$ cat src/rtl/mapper_pkg.sv
package mapper_pkg;
    typedef enum logic [1:0] {
        SRC_MAIN = 2'd0,
        SRC_AUX  = 2'd1,
        SRC_IROM = 2'd2,
        SRC_SROM = 2'd3
    } src_e;

    typedef struct packed {
        logic store80;
        logic page2;
        logic rd_aux;
        logic wr_aux;
        logic alt_zp;
        logic int_cx;
        logic slot_c3;
    } flags_t;

    localparam logic [15:0] SW_STORE80_CLR = 16'hC000;
    localparam logic [15:0] SW_STORE80_SET = 16'hC001;
    localparam logic [15:0] SW_RDAUX_CLR   = 16'hC002;
    localparam logic [15:0] SW_RDAUX_SET   = 16'hC003;
    localparam logic [15:0] SW_WRAUX_CLR   = 16'hC004;
    localparam logic [15:0] SW_WRAUX_SET   = 16'hC005;
    localparam logic [15:0] SW_SLOTCX      = 16'hC006;
    localparam logic [15:0] SW_INTCX       = 16'hC007;
    localparam logic [15:0] SW_STDZP       = 16'hC008;
    localparam logic [15:0] SW_ALTZP       = 16'hC009;
    localparam logic [15:0] SW_INTC3       = 16'hC00A;
    localparam logic [15:0] SW_SLOTC3      = 16'hC00B;
    localparam logic [15:0] SW_PAGE2_CLR   = 16'hC054;
    localparam logic [15:0] SW_PAGE2_SET   = 16'hC055;
    localparam logic [15:0] ST_INTCX       = 16'hC015;
    localparam logic [15:0] ST_ALTZP       = 16'hC016;
    localparam logic [15:0] ST_SLOTC3      = 16'hC017;
    localparam logic [15:0] ST_STORE80     = 16'hC018;
endpackage

$ cat src/rtl/switch_regs.sv
module switch_regs
    import mapper_pkg::*;
#(
    parameter int ADDR_W = 16
) (
    input  logic              clk,
    input  logic              rst_n,
    input  logic              acc_valid,
    input  logic              acc_read,
    input  logic [ADDR_W-1:0] acc_addr,
    output flags_t            flags_q
);
    flags_t flags_d;

    always_comb begin
        flags_d = flags_q;
        if (acc_valid) begin
            if (!acc_read) begin
                case (acc_addr)
                    SW_STORE80_CLR: flags_d.store80 = 1'b0;
                    SW_STORE80_SET: flags_d.store80 = 1'b1;
                    SW_RDAUX_CLR:   flags_d.rd_aux  = 1'b0;
                    SW_RDAUX_SET:   flags_d.rd_aux  = 1'b1;
                    SW_WRAUX_CLR:   flags_d.wr_aux  = 1'b0;
                    SW_WRAUX_SET:   flags_d.wr_aux  = 1'b1;
                    SW_SLOTCX:      flags_d.int_cx  = 1'b0;
                    SW_INTCX:       flags_d.int_cx  = 1'b1;
                    SW_STDZP:       flags_d.alt_zp  = 1'b0;
                    SW_ALTZP:       flags_d.alt_zp  = 1'b1;
                    SW_INTC3:       flags_d.slot_c3 = 1'b0;
                    SW_SLOTC3:      flags_d.slot_c3 = 1'b1;
                    default: ;
                endcase
            end
            if (acc_addr == SW_PAGE2_CLR) flags_d.page2 = 1'b0;
            if (acc_addr == SW_PAGE2_SET) flags_d.page2 = 1'b1;
        end
    end

    always_ff @(posedge clk) begin
        if (!rst_n) flags_q <= '0;
        else        flags_q <= flags_d;
    end

    assert_idle_hold_R9: assert property (@(posedge clk) disable iff (!rst_n)
        !acc_valid |=> $stable(flags_q));
    assert_rdaux_set_R2: assert property (@(posedge clk) disable iff (!rst_n)
        (acc_valid && !acc_read && acc_addr == SW_RDAUX_SET) |=> flags_q.rd_aux);
    assert_page2_read_R8: assert property (@(posedge clk) disable iff (!rst_n)
        (acc_valid && acc_addr == SW_PAGE2_SET) |=> flags_q.page2);
    assert_read_no_switch_R10: assert property (@(posedge clk) disable iff (!rst_n)
        (acc_valid && acc_read && acc_addr[15:4] == 12'hC00) |=> $stable(flags_q));
endmodule

$ cat src/rtl/page_router.sv
module page_router
    import mapper_pkg::*;
#(
    parameter int ADDR_W = 16
) (
    input  logic              clk,
    input  logic              rst_n,
    input  logic [ADDR_W-1:0] acc_addr,
    input  flags_t            flags,
    output src_e              rd_sel,
    output src_e              wr_sel
);
    localparam int PAGE_W = ADDR_W - 8;
    logic [PAGE_W-1:0] page;
    logic is_zp, is_text, is_gen, is_c3, is_cx;

    assign page    = acc_addr[ADDR_W-1 -: PAGE_W];
    assign is_zp   = page <= 8'h01;
    assign is_text = page >= 8'h04 && page <= 8'h07;
    assign is_gen  = page >= 8'h02 && page <= 8'hBF;
    assign is_c3   = page == 8'hC3;
    assign is_cx   = page >= 8'hC1 && page <= 8'hCF;

    always_comb begin
        rd_sel = SRC_MAIN;
        wr_sel = SRC_MAIN;
        if (is_zp) begin
            rd_sel = flags.alt_zp ? SRC_AUX : SRC_MAIN;
            wr_sel = rd_sel;
        end else if (is_text && flags.store80) begin
            rd_sel = flags.page2 ? SRC_AUX : SRC_MAIN;
            wr_sel = rd_sel;
        end else if (is_gen) begin
            rd_sel = flags.rd_aux ? SRC_AUX : SRC_MAIN;
            wr_sel = flags.wr_aux ? SRC_AUX : SRC_MAIN;
        end else if (is_c3) begin
            rd_sel = flags.slot_c3 ? SRC_SROM : SRC_IROM;
        end else if (is_cx) begin
            rd_sel = flags.int_cx ? SRC_IROM : SRC_SROM;
        end
    end

    assert_zp_paths_R4: assert property (@(posedge clk) disable iff (!rst_n)
        is_zp |-> rd_sel == wr_sel);
    assert_text_override_R8: assert property (@(posedge clk) disable iff (!rst_n)
        (is_text && flags.store80 && flags.page2) |-> (rd_sel == SRC_AUX && wr_sel == SRC_AUX));
    assert_cx_is_rom_R5: assert property (@(posedge clk) disable iff (!rst_n)
        is_cx |-> (rd_sel == SRC_IROM || rd_sel == SRC_SROM));
    assert_wr_is_ram_R11: assert property (@(posedge clk) disable iff (!rst_n)
        wr_sel == SRC_MAIN || wr_sel == SRC_AUX);
endmodule

$ cat src/rtl/status_mux.sv
module status_mux
    import mapper_pkg::*;
#(
    parameter int ADDR_W = 16,
    parameter int DATA_W = 8
) (
    input  logic              clk,
    input  logic              rst_n,
    input  logic              acc_valid,
    input  logic              acc_read,
    input  logic [ADDR_W-1:0] acc_addr,
    input  flags_t            flags,
    output logic              st_oe,
    output logic [DATA_W-1:0] st_data
);
    logic bit_v;

    always_comb begin
        st_oe = acc_valid && acc_read;
        bit_v = 1'b0;
        case (acc_addr)
            ST_INTCX:   bit_v = flags.int_cx;
            ST_ALTZP:   bit_v = flags.alt_zp;
            ST_SLOTC3:  bit_v = flags.slot_c3;
            ST_STORE80: bit_v = flags.store80;
            default:    st_oe = 1'b0;
        endcase
        st_data = '0;
        if (st_oe) st_data[DATA_W-1] = bit_v;
    end

    assert_quiet_bus_R7: assert property (@(posedge clk) disable iff (!rst_n)
        !st_oe |-> st_data == '0);
    assert_low_bits_R7: assert property (@(posedge clk) disable iff (!rst_n)
        st_data[DATA_W-2:0] == '0);
endmodule

$ cat src/rtl/bank_mapper.sv
module bank_mapper
    import mapper_pkg::*;
#(
    parameter int ADDR_W = 16,
    parameter int DATA_W = 8
) (
    input  logic              clk,
    input  logic              rst_n,
    input  logic              cpu_valid,
    input  logic              cpu_read,
    input  logic [ADDR_W-1:0] cpu_addr,
    output logic [1:0]        rd_src,
    output logic [1:0]        wr_tgt,
    output logic              status_oe,
    output logic [DATA_W-1:0] status_data
);
    flags_t flags_q;
    src_e   rd_sel, wr_sel;

    switch_regs #(.ADDR_W(ADDR_W)) u_regs (
        .clk(clk), .rst_n(rst_n), .acc_valid(cpu_valid), .acc_read(cpu_read),
        .acc_addr(cpu_addr), .flags_q(flags_q)
    );

    page_router #(.ADDR_W(ADDR_W)) u_router (
        .clk(clk), .rst_n(rst_n), .acc_addr(cpu_addr), .flags(flags_q),
        .rd_sel(rd_sel), .wr_sel(wr_sel)
    );

    status_mux #(.ADDR_W(ADDR_W), .DATA_W(DATA_W)) u_status (
        .clk(clk), .rst_n(rst_n), .acc_valid(cpu_valid), .acc_read(cpu_read),
        .acc_addr(cpu_addr), .flags(flags_q), .st_oe(status_oe), .st_data(status_data)
    );

    assign rd_src = rd_sel;
    assign wr_tgt = wr_sel;
endmodule

$ cat config.mk
export PLATFORM = sky130hd
export DESIGN_NAME = bank_mapper
export DESIGN_NICKNAME = d
export VERILOG_FILES = /design/src/rtl/mapper_pkg.sv /design/src/rtl/switch_regs.sv /design/src/rtl/page_router.sv /design/src/rtl/status_mux.sv /design/src/rtl/bank_mapper.sv
export SDC_FILE = /design/constraint.sdc
export NUM_CORES = 1
export LEC_CHECK = 0
export ABC_AREA = 0
export BUFFER_PORTS_ARGS = -buffer_cell sky130_fd_sc_hd__buf_2
export CAP_MARGIN = 20
export CORE_MARGIN = 1.5
export CORE_UTILIZATION = 30
export CTS_CLUSTER_SIZE = 10
export DETAILED_ROUTE_END_ITERATION = 12
export PLACE_DENSITY = 0.66
export SETUP_SLACK_MARGIN = 0.02
export SYNTH_ARGS = -nofsm -noshare
export SYNTH_HDL_FRONTEND = slang
export SYNTH_SLANG_ARGS = --single-unit
$ cat constraint.sdc
create_clock -name clk -period 2.5 [get_ports clk]
set_input_delay 0.5 -clock clk [delete_from_list [all_inputs] [get_ports clk]]
set_output_delay 0.5 -clock clk [all_outputs]
set_load 0.05 [all_outputs]
Word-level counts from Yosys, hierarchy flattened
Cells that the tools add are included.
- multipliers: 0
- $add $sub $neg: 0
- shift-type cells: 0
- equal/unequal tests: 19
- bitwise gates (word level): 1
- divide/modulo/power cells: 0
- $lt $le $gt $ge: 7
- reductions and logical operators: 20
- multiplexer cells: 25
- operator list (operator ; number):
    equality test 16 bit, second input constant ; 18
    AND reduction 3 bit ; 6
    less-or-equal comparator 8 bit, second input constant ; 2
    2-to-1 mux 2 bit ; 8
    nonzero test 2 bit ; 7
    case mux 1 bit (2 select lines) ; 6
    2-to-1 mux 1 bit ; 10
    equality test 8 bit, second input constant ; 1
    greater-or-equal comparator 8 x 2 -> 1 bit, second input constant ; 1
    greater-or-equal comparator 8 x 3 -> 1 bit, second input constant ; 1
    greater-or-equal comparator 8 bit, second input constant ; 1
    less-or-equal comparator 8 x 1 -> 1 bit, second input constant ; 1
    less-or-equal comparator 8 x 3 -> 1 bit, second input constant ; 1
    logical AND 1 bit ; 5
    case mux 1 bit (4 select lines) ; 1
    OR reduction 4 bit ; 1
    AND reduction 2 bit ; 1
    NOT 1 bit ; 1
- output and inout bits: 13
- bits in writable memories: 0
- memory bits (read-only): 0
- bits in latches: 0
- memories: 0
- bits in registers: 7

Logic depth before layout (Yosys ltp)
Gate-level depths: netlist of run 1.
- word-level depth: 7
- mapped depth: 5
- depth with buffers taken out: 4

Hierarchy
Synthesis of run 1 repeated with hierarchy kept, for this count alone.
- cells, all modules: 90
- area total of the unflattened synthesis: 716.9 sq um
- modules (own cells, without submodules) (module ; cells each ; area each (sq um) ; instances ; sequential area each (sq um)):
    switch_regs ; 47 ; 410.4 ; 1 ; 140.1
    status_mux ; 24 ; 183.9 ; 1 ; 0.0
    page_router ; 19 ; 122.6 ; 1 ; 0.0

Least setup slack after synthesis of run 1
OpenSTA, ideal clock, no wires.
- path kind: input to output
- from: input port cpu_addr[9]
- to: output port status_data[7]
- stages on the path: 4
- data arrival time: 2.520 ns
- buffers on the path: 0
- slack: -0.520 ns
- required time: 2.000 ns
- cells stage by stage: nor4_4 > nand4_1 > nor4b_2 > and2_1
- word-level cells in the longest chain between the ends: 4
- elaborated cells between the ends (all ways): 8
- classes of those cells: eq/ne (4); mux (3); reduce/logical (1)
- RTL lines (what ; RTL line ; text):
    start: declaration ; bank_mapper.sv:11 ; input logic [ADDR_W-1:0] cpu_addr,
    equality test 16 bit ; status_mux.sv:21 ; case (acc_addr)
    OR reduction 4 bit (no line) * ; - ;
    2-to-1 mux 1 bit * ; status_mux.sv:21 ;
    via status_oe ; bank_mapper.sv:14 ; output logic status_oe,
    2-to-1 mux 1 bit * ; status_mux.sv:29 ; if (st_oe) st_data[DATA_W-1] = bit_v;
    end: declaration ; bank_mapper.sv:15 ; output logic [DATA_W-1:0] status_data
The timed path passes the listed nets; every way through them passes the cells marked *.

Worst setup path after layout of run 1
- from: input port cpu_addr[15]
- to: output port rd_src[0]
- word-level cells in the longest chain between the ends: 7
- elaborated cells between the ends (all ways): 17
- classes of those cells: order compare (7); eq/ne (1); mux (5); reduce/logical (4)
- RTL lines (what ; RTL line ; text):
    greater-or-equal comparator 8 bit / less-or-equal comparator 8 bit (equally long branches) ; page_router.sv:22 ; assign is_cx = page >= 8'hC1 && page <= 8'hCF;
    logical AND 1 bit ; page_router.sv:22 ;
    2-to-1 mux 2 bit ; page_router.sv:38 ; end else if (is_cx) begin
    2-to-1 mux 2 bit ; page_router.sv:36 ; end else if (is_c3) begin
    2-to-1 mux 2 bit ; page_router.sv:33 ; end else if (is_gen) begin
    2-to-1 mux 2 bit ; page_router.sv:30 ; end else if (is_text && flags.store80) begin
    2-to-1 mux 2 bit * ; page_router.sv:27 ; if (is_zp) begin
    end: declaration ; bank_mapper.sv:12 ; output logic [1:0] rd_src,
Every way passes the cells marked *; elsewhere a longest branch is shown, timed or not.

==> flow_summary.ini, run 1 <==
[final_layout]
fill_cells = 221
reg_top3 = u_regs.flags_q x7
fin_nets = 129
syn_to_final_growth_pct = 30.1
final_util_pct = 42.8
layout.cells.non_filler = 135
largest_reg_flops = 7
drive_gt1_share_pct = 35.2
top_register = u_regs.flags_q
n_antenna_cell = 0

[route]
dr.pass1.iters = 4
drc_errors = 0
ant_nets = 0
wl_per_cell_um = 11.9
vias_per_cell = 5.16
wirelength_um = 1610
first_iter_violations = 17
vias = 697

[synthesis]
synthFlopType = dfxtp_1
synth_cell_types = 35
async_flop_share_pct = 0
synth-seq-area-share_pct = 21.1
synth_top_area_cell = dfxtp_1
syn_avg_cell_area_um2 = 8.41
synth_common_cells = nand2_1, buf_4, dfxtp_1, mux2i_1, nor3b_1
synth_top_cell_area_share_pct = 21.1
synth.most_common_cell = nand2_1
synthTopCellsByArea = dfxtp_1, mux2i_1, buf_4, nand2_1, nor3b_1
yosys_warnings = 0
syn_inst = 79
syn_area_um2 = 664
synth_edf_count = 0
ys_ff_latch = 7

[timing]
rsz0062_at_grt = true
finalSetupTns_ns = 0
fin_worst_skew_ns = 0
finalHoldViolCount = 0
finalSetupViolCount = 0
fmax_mhz = 410
fin_crit_ns = 2.44
maxSlewViolCount = 0
post-route-period-util_pct = 97.5

[outcome]
status = finished clean

[placed_design]
dp_hpwl_um = 1310
io_buffers = 24
gp_congestion = 0.780
place_inst = 131

[worst_setup_path]
start_kind = input pin
critPathKind = in2out
end_kind = primary output
path_max_fanout = 3
r2r-start = u_regs.flags_q[1]
critPathRequiredTime_ns = 2.00
cp.arrival_ns = 1.94
worstSetupStartpoint = cpu_addr[15]

[clock_network]
clock_path_buffers = 2
numCtsBuffers = 3
clk_latency_ns = 0.25
post_cts_buffers = 0
cts.repair.resized = 2
cts.sinks = 7
htree_levels = 1
cts_root_buffer = clkbuf_4
cts_tree = done
hold_buffers = 0
clk_pin_slew_ns = 0.05

[global_route]
overflow = 0
grt_pass1_wl_um = 2500
track_usage_pct = 13.2
first_global_vias = 609
grt_max_degree = 10
antenna_found_initial = 0

[die]
rows = 16
initial_core_util_pct = 32.9
coreArea_um2 = 2020
fp.dieH_um = 50.1
die_area_um2 = 2510
die_w_um = 50.1
io_pins = 33

[power_and_ir_drop]
p_int_mw = 0.201
powerDensity_nw_per_um2 = 347
comb_power_share_pct = 29.7
clkPwrFrac_pct = 33.0
power.leakage_nw = 0.385
vdd_drop_max_uv = 245
seq_power_share_pct = 37.3
switching_share_pct = 33.1
p_switching_mw = 0.0992

[run]
maxCapViolCount = 0

[worst_hold_path]
min-delay-start = u_regs.flags_q[4]
hold_class = reg2reg
final timing paths:
path / depth (start not counted) / slack (ns) / end
setup / recovery: 6 / 0.06 / rd_src[0]
hold reg to reg: 2 / 0.47 / u_regs.flags_q[4]
setup reg to reg: 2 / 1.82 / u_regs.flags_q[1]
hold / removal: 2 / 0.47 / u_regs.flags_q[4]
logic make-up after synthesis:
logic type,Yosys count,share of synthesized area [%]
buffers and inverters,11,10.9
AOI/OAI and AO/OA,14,19.0
DFF,7,21.1
and+or+nand+nor,39,37.9
muxes,7,10.5
other,1,0.564
worst max-delay path, cell delays in order:
cell and delay [ns]:
buf_6 0.09, or4_4 0.56, a2111oi_4 0.31, o2bb2ai_1 0.09, a31o_1 0.23, buf_6 0.15
metrics by stage:
| step | hold slack, ns | worst slack (ns) | power, mW | area (um2) |
|---|---|---|---|---|
| after floorplan | 0.438 | -0.109 | 0.175 | 702 |
| after global placement | 0.455 | 0.0493 | 0.199 | 817 |
| after detailed placement | 0.464 | 0.00384 | 0.200 | 817 |
| after CTS | 0.475 | 0.0313 | 0.304 | 850 |
| after global routing | 0.499 | 0.000927 | 0.318 | 865 |
| final | 0.468 | 0.0634 | 0.300 | 865 |
layout by cell type, fill, tap and decap left out, types with 4 or more instances in the layout:
master	instances
buf_2	20
buf_4	5
conb_1	8
dfxtp_1	7
mux2i_1	7
nand2_1	12
nor3b_1	4
layout make-up:
class	count	area, um2	area share, %
multi-input combinational	68	489	56.6
clock buffer	4	26.3	3.04
timing repair buffer	28	171	19.8
tap	27	33.8	3.91
inverter	1	3.75	0.434
sequential	7	140	16.2
power groups by stage:
stage	sequential (mW)	clock (mW)	combinational (mW)
after CTS	0.112	0.106	0.0869
after detailed placement	0.114	0	0.0860
final	0.112	0.0989	0.0891
after floorplan	0.114	0	0.0606
after global routing	0.112	0.111	0.0955
after global placement	0.114	0	0.0846
per-layer routing:
metal | share of wire [%] | up-vias | global-route usage, %
met5 | 0 | - | 0
met4 | 0 | 0 | 2.78
met3 | 6.6 | 0 | 4.85
met2 | 50 | 27 | 23.9
met1 | 43 | 328 | 14.6
li1 | - | 342 | -
No activity file was read; power rests on OpenSTA's default activity.
==> run 2: changes to the inputs <==
--- a/config.mk
+++ b/config.mk
@@ -9,10 +9,11 @@
 export BUFFER_PORTS_ARGS = -buffer_cell sky130_fd_sc_hd__buf_2
 export CAP_MARGIN = 20
 export CORE_MARGIN = 1.5
-export CORE_UTILIZATION = 30
+export CORE_UTILIZATION = 38
 export CTS_CLUSTER_SIZE = 10
 export DETAILED_ROUTE_END_ITERATION = 12
-export PLACE_DENSITY = 0.66
+export MAX_ROUTING_LAYER = met4
+export PLACE_DENSITY = 0.78
 export SETUP_SLACK_MARGIN = 0.02
 export SYNTH_ARGS = -nofsm -noshare
 export SYNTH_HDL_FRONTEND = slang
==> flow_summary.ini, run 2 (synthesis gave the netlist of run 1 again) <==
[worst_setup_path]
crit_path_frequent_cell = buf_6
start_kind = input pin
cp_slowest_stage_delay_ns = 0.56
path_max_fanout = 3
critPathRequiredTime_ns = 2.00
crit_chain = buf_6 -> or4_4 -> a2111oi_4 -> o2bb2ai_1 -> a31o_1 -> buf_6
end_kind = primary output
cp.arrival_ns = 1.95
critPathKind = in2out
cpMaxStageDelayCell = or4_4
path_buf_inv = 2
cpLargestDelayFamily = compound AO/OA/AOI/OAI gates

[die]
die_w_um = 44.8
rows = 14
coreArea_um2 = 1580
io_pins = 33
initial_core_util_pct = 42.1
die_area_um2 = 2010
fp.dieH_um = 44.8

[global_route]
overflow = 0
grt_pass1_wl_um = 2650
track_usage_pct = 18.1
grt_max_degree = 10
first_global_vias = 654
antenna_found_initial = 0

[final_layout]
syn_to_final_growth_pct = 28.4
largest_reg_flops = 7
drive_gt1_share_pct = 35.2
top_register = u_regs.flags_q
reg_top3 = u_regs.flags_q x7
final_common_cell = buf_2
fin_nets = 129
final_util_pct = 54.1
fin_area_um2 = 853
n_antenna_cell = 0
final_cell_mix = buf_2, nand2_1, conb_1, mux2i_1, dfxtp_1

[timing]
maxSlewViolCount = 0
fin_worst_skew_ns = 0
finalSetupViolCount = 0
fin_crit_ns = 2.45
post-route-period-util_pct = 97.9
holdWs_ns = 0.468
fmax_mhz = 409
rsz0062_at_grt = true
finalHoldViolCount = 0
postLayoutSetupSlackWorst_ns = 0.0533

[placed_design]
placed_area_um2 = 803
io_buffers = 24
dp_hpwl_um = 1320
place_ws_ns = 0.0249
gp_congestion = 0.796

[route]
ant_nets = 0
drc_errors = 0
wl_per_cell_um = 13.7
vias_per_cell = 5.72
first_iter_violations = 27
vias = 709
wirelength_um = 1700
dr.pass1.iters = 4

[clock_network]
post_cts_buffers = 0
cts.sinks = 7
cts_tree = done
htree_levels = 1
clk_pin_slew_ns = 0.05
numCtsBuffers = 3
cts_root_buffer = clkbuf_4
clk_latency_ns = 0.25
clock_path_buffers = 2
hold_buffers = 0

[power_and_ir_drop]
vdd_drop_max_uv = 283
powerDensity_nw_per_um2 = 355
power.leakage_nw = 0.384

[worst_hold_path]
hold_class = reg2reg

[run]
maxCapViolCount = 0

[outcome]
status = finished clean
-- run 2: cell types whose count changed in the layout (fill, tap and decap cells not counted) --
cell,previous run,this run
buf_2,20,19
clkbuf_4,3,4
-- run 2: worst paths after layout --
check                                        from                 to  slack [ns]  depth (start not counted)
worst max register to register  u_regs.flags_q[1]  u_regs.flags_q[1]        1.84                          2
worst min-delay path            u_regs.flags_q[4]  u_regs.flags_q[4]        0.47                          2
worst min register to register  u_regs.flags_q[4]  u_regs.flags_q[4]        0.47                          2
worst max-delay path                 cpu_addr[15]          rd_src[0]        0.05                          6
-- run 2: layout make-up --
class / count / area [um2]
Multi-Input combinational cell: 68 / 489
Fill cell: 146 / 723
Tap cell: 16 / 20.0
Clock buffer: 4 / 26.3
Sequential cell: 7 / 140
Timing Repair Buffer: 28 / 174
Inverter: 1 / 3.75
-- run 2: stage by stage --
stage / TNS, ns / cells / power [mW]
detailed placement: 0 / 120 / 0.199
CTS: 0 / 124 / 0.304
global route: -0.0181 / 124 / 0.317
finish: 0 / 124 / 0.303
floorplan: -0.109 / 86 / 0.175
global placement: 0 / 120 / 0.197
-- run 2: what timing repair did --
item,in CTS,in global routing
hold endpoints to repair,0,0
endpoints found under the setup margin,1,3
gates resized for setup,1,7
-- run 2: routing by layer --
metal | track usage [%] | wire (um) | vias to the layer above
li1 | - | - | 338
met1 | 21.7 | 681 | 326
met2 | 30.1 | 873 | 45
met3 | 5.60 | 148 | 0
met4 | 3.53 | 0 | 0
met5 | - | 0 | -
-- run 2: worst min-delay path, delay by kind of cell, from the launching register on --
family	cells	cell delay, ns
mux	1	0.05
flops	1	0.31
simple gates	1	0.05
-- run 2: power by group --
group	total, mW	switching [mW]	internal (mW)	leakage, nW
sequential	0.112	0.000000767	0.112	0.0563
clock	0.103	0.0422	0.0609	0.0150
combinational	0.0884	0.0612	0.0272	0.313
==> run 3: changes to the inputs <==
--- a/config.mk
+++ b/config.mk
@@ -10,6 +10,7 @@
 export CAP_MARGIN = 20
 export CORE_MARGIN = 1.5
 export CORE_UTILIZATION = 38
+export CTS_BUF_LIST = sky130_fd_sc_hd__clkbuf_4 sky130_fd_sc_hd__clkbuf_8
 export CTS_CLUSTER_SIZE = 10
 export DETAILED_ROUTE_END_ITERATION = 12
 export MAX_ROUTING_LAYER = met4
==> flow_summary.ini, run 3 (synthesis gave the netlist of run 1 again) <==
[final_layout]
drive_gt1_share_pct = 36.1
largest_reg_flops = 7
fin_nets = 129
layout.cells.non_filler = 124
final_util_pct = 54.4
syn_to_final_growth_pct = 29.0
final_common_cell = buf_2
top_register = u_regs.flags_q
fin_area_um2 = 857
reg_top3 = u_regs.flags_q x7
n_antenna_cell = 0
final_cell_mix = buf_2, nand2_1, conb_1, mux2i_1, dfxtp_1

[worst_hold_path]
hold_class = reg2reg
min-delay-start = u_regs.flags_q[4]

[clock_network]
hold_buffers = 0
clk_pin_slew_ns = 0.05
clk_latency_ns = 0.26
cts_tree = done
clock_path_buffers = 2
htree_levels = 1
numCtsBuffers = 3
post_cts_buffers = 0
cts.sinks = 7
cts_root_buffer = clkbuf_4
cts.repair.resized = 1

[worst_setup_path]
crit_chain = buf_6 -> or4_4 -> a2111oi_4 -> o2bb2ai_1 -> a31o_1 -> buf_6
critPathKind = in2out
end_kind = primary output
crit_path_frequent_cell = buf_6
critPathRequiredTime_ns = 2.00
cp.arrival_ns = 1.95
start_kind = input pin
r2r-start = u_regs.flags_q[1]
path_max_fanout = 3
worstSetupStartpoint = cpu_addr[15]
cp_slowest_stage_delay_ns = 0.56
cpMaxStageDelayCell = or4_4

[run]
maxCapViolCount = 0

[global_route]
grt_pass1_wl_um = 2660
grt_max_degree = 10
first_global_vias = 655
antenna_found_initial = 0
overflow = 0
track_usage_pct = 18.2

[placed_design]
dp_hpwl_um = 1320
placed_area_um2 = 803
place_inst = 120
io_buffers = 24
place_ws_ns = 0.0249
gp_congestion = 0.796

[die]
coreArea_um2 = 1580
initial_core_util_pct = 42.1
die_w_um = 44.8
die_area_um2 = 2010
rows = 14
fp.dieH_um = 44.8
io_pins = 33

[power_and_ir_drop]
clkPwrFrac_pct = 36.7
power.leakage_nw = 0.388
p_int_mw = 0.211
vdd_drop_max_uv = 286
seq_power_share_pct = 35.4
switching_share_pct = 33.3
comb_power_share_pct = 27.9
total_power_mw = 0.316
p_switching_mw = 0.105
powerDensity_nw_per_um2 = 369

[route]
first_iter_violations = 37
drc_errors = 0
vias_per_cell = 5.69
wirelength_um = 1700
ant_nets = 0
vias = 705
wl_per_cell_um = 13.7
dr.pass1.iters = 4

[timing]
post-route-period-util_pct = 97.9
holdWs_ns = 0.472
rsz0062_at_grt = true
finalHoldViolCount = 0
fin_worst_skew_ns = 0
fin_crit_ns = 2.45
postLayoutSetupSlackWorst_ns = 0.0529
finalSetupTns_ns = 0
finalSetupViolCount = 0
fmax_mhz = 409
maxSlewViolCount = 0

[outcome]
status = finished clean
## run 3: metal layers
layer  GRT usage [%]  wire length, um  vias to the layer above
met4            3.53                0                        0
met3            5.60              167                        0
met1            21.7              667                      318
met5               -                0                        -
met2            30.4              862                       49
li1                -                -                      338
## run 3: cell type report
class	instances	area [um2]
Multi-Input combinational cell	68	489
Fill cell	145	719
Sequential cell	7	140
Inverter	1	3.75
Tap cell	16	20.0
Clock buffer	4	30.0
Timing Repair Buffer	28	174
## run 3: critical path: cells and delay by family
kind / cells / cell delay, ns
AOI/OAI and AO/OA: 3 / 0.64
and+or+nand+nor: 1 / 0.56
buffers and inverters: 2 / 0.25
## run 3: worst paths after layout
check | slack, ns | to | cells past startpoint
max reg2reg | 1.85 | u_regs.flags_q[1] | 2
min reg2reg | 0.47 | u_regs.flags_q[4] | 2
min | 0.47 | u_regs.flags_q[4] | 2
max | 0.05 | rd_src[0] | 6
## run 3: power by group through the flow
stage | registers, mW | clock network, mW | logic [mW]
after floorplan | 0.114 | 0 | 0.0606
after global placement | 0.114 | 0 | 0.0830
after detailed placement | 0.114 | 0 | 0.0845
after CTS | 0.112 | 0.120 | 0.0851
after global routing | 0.112 | 0.122 | 0.0947
final | 0.112 | 0.116 | 0.0882
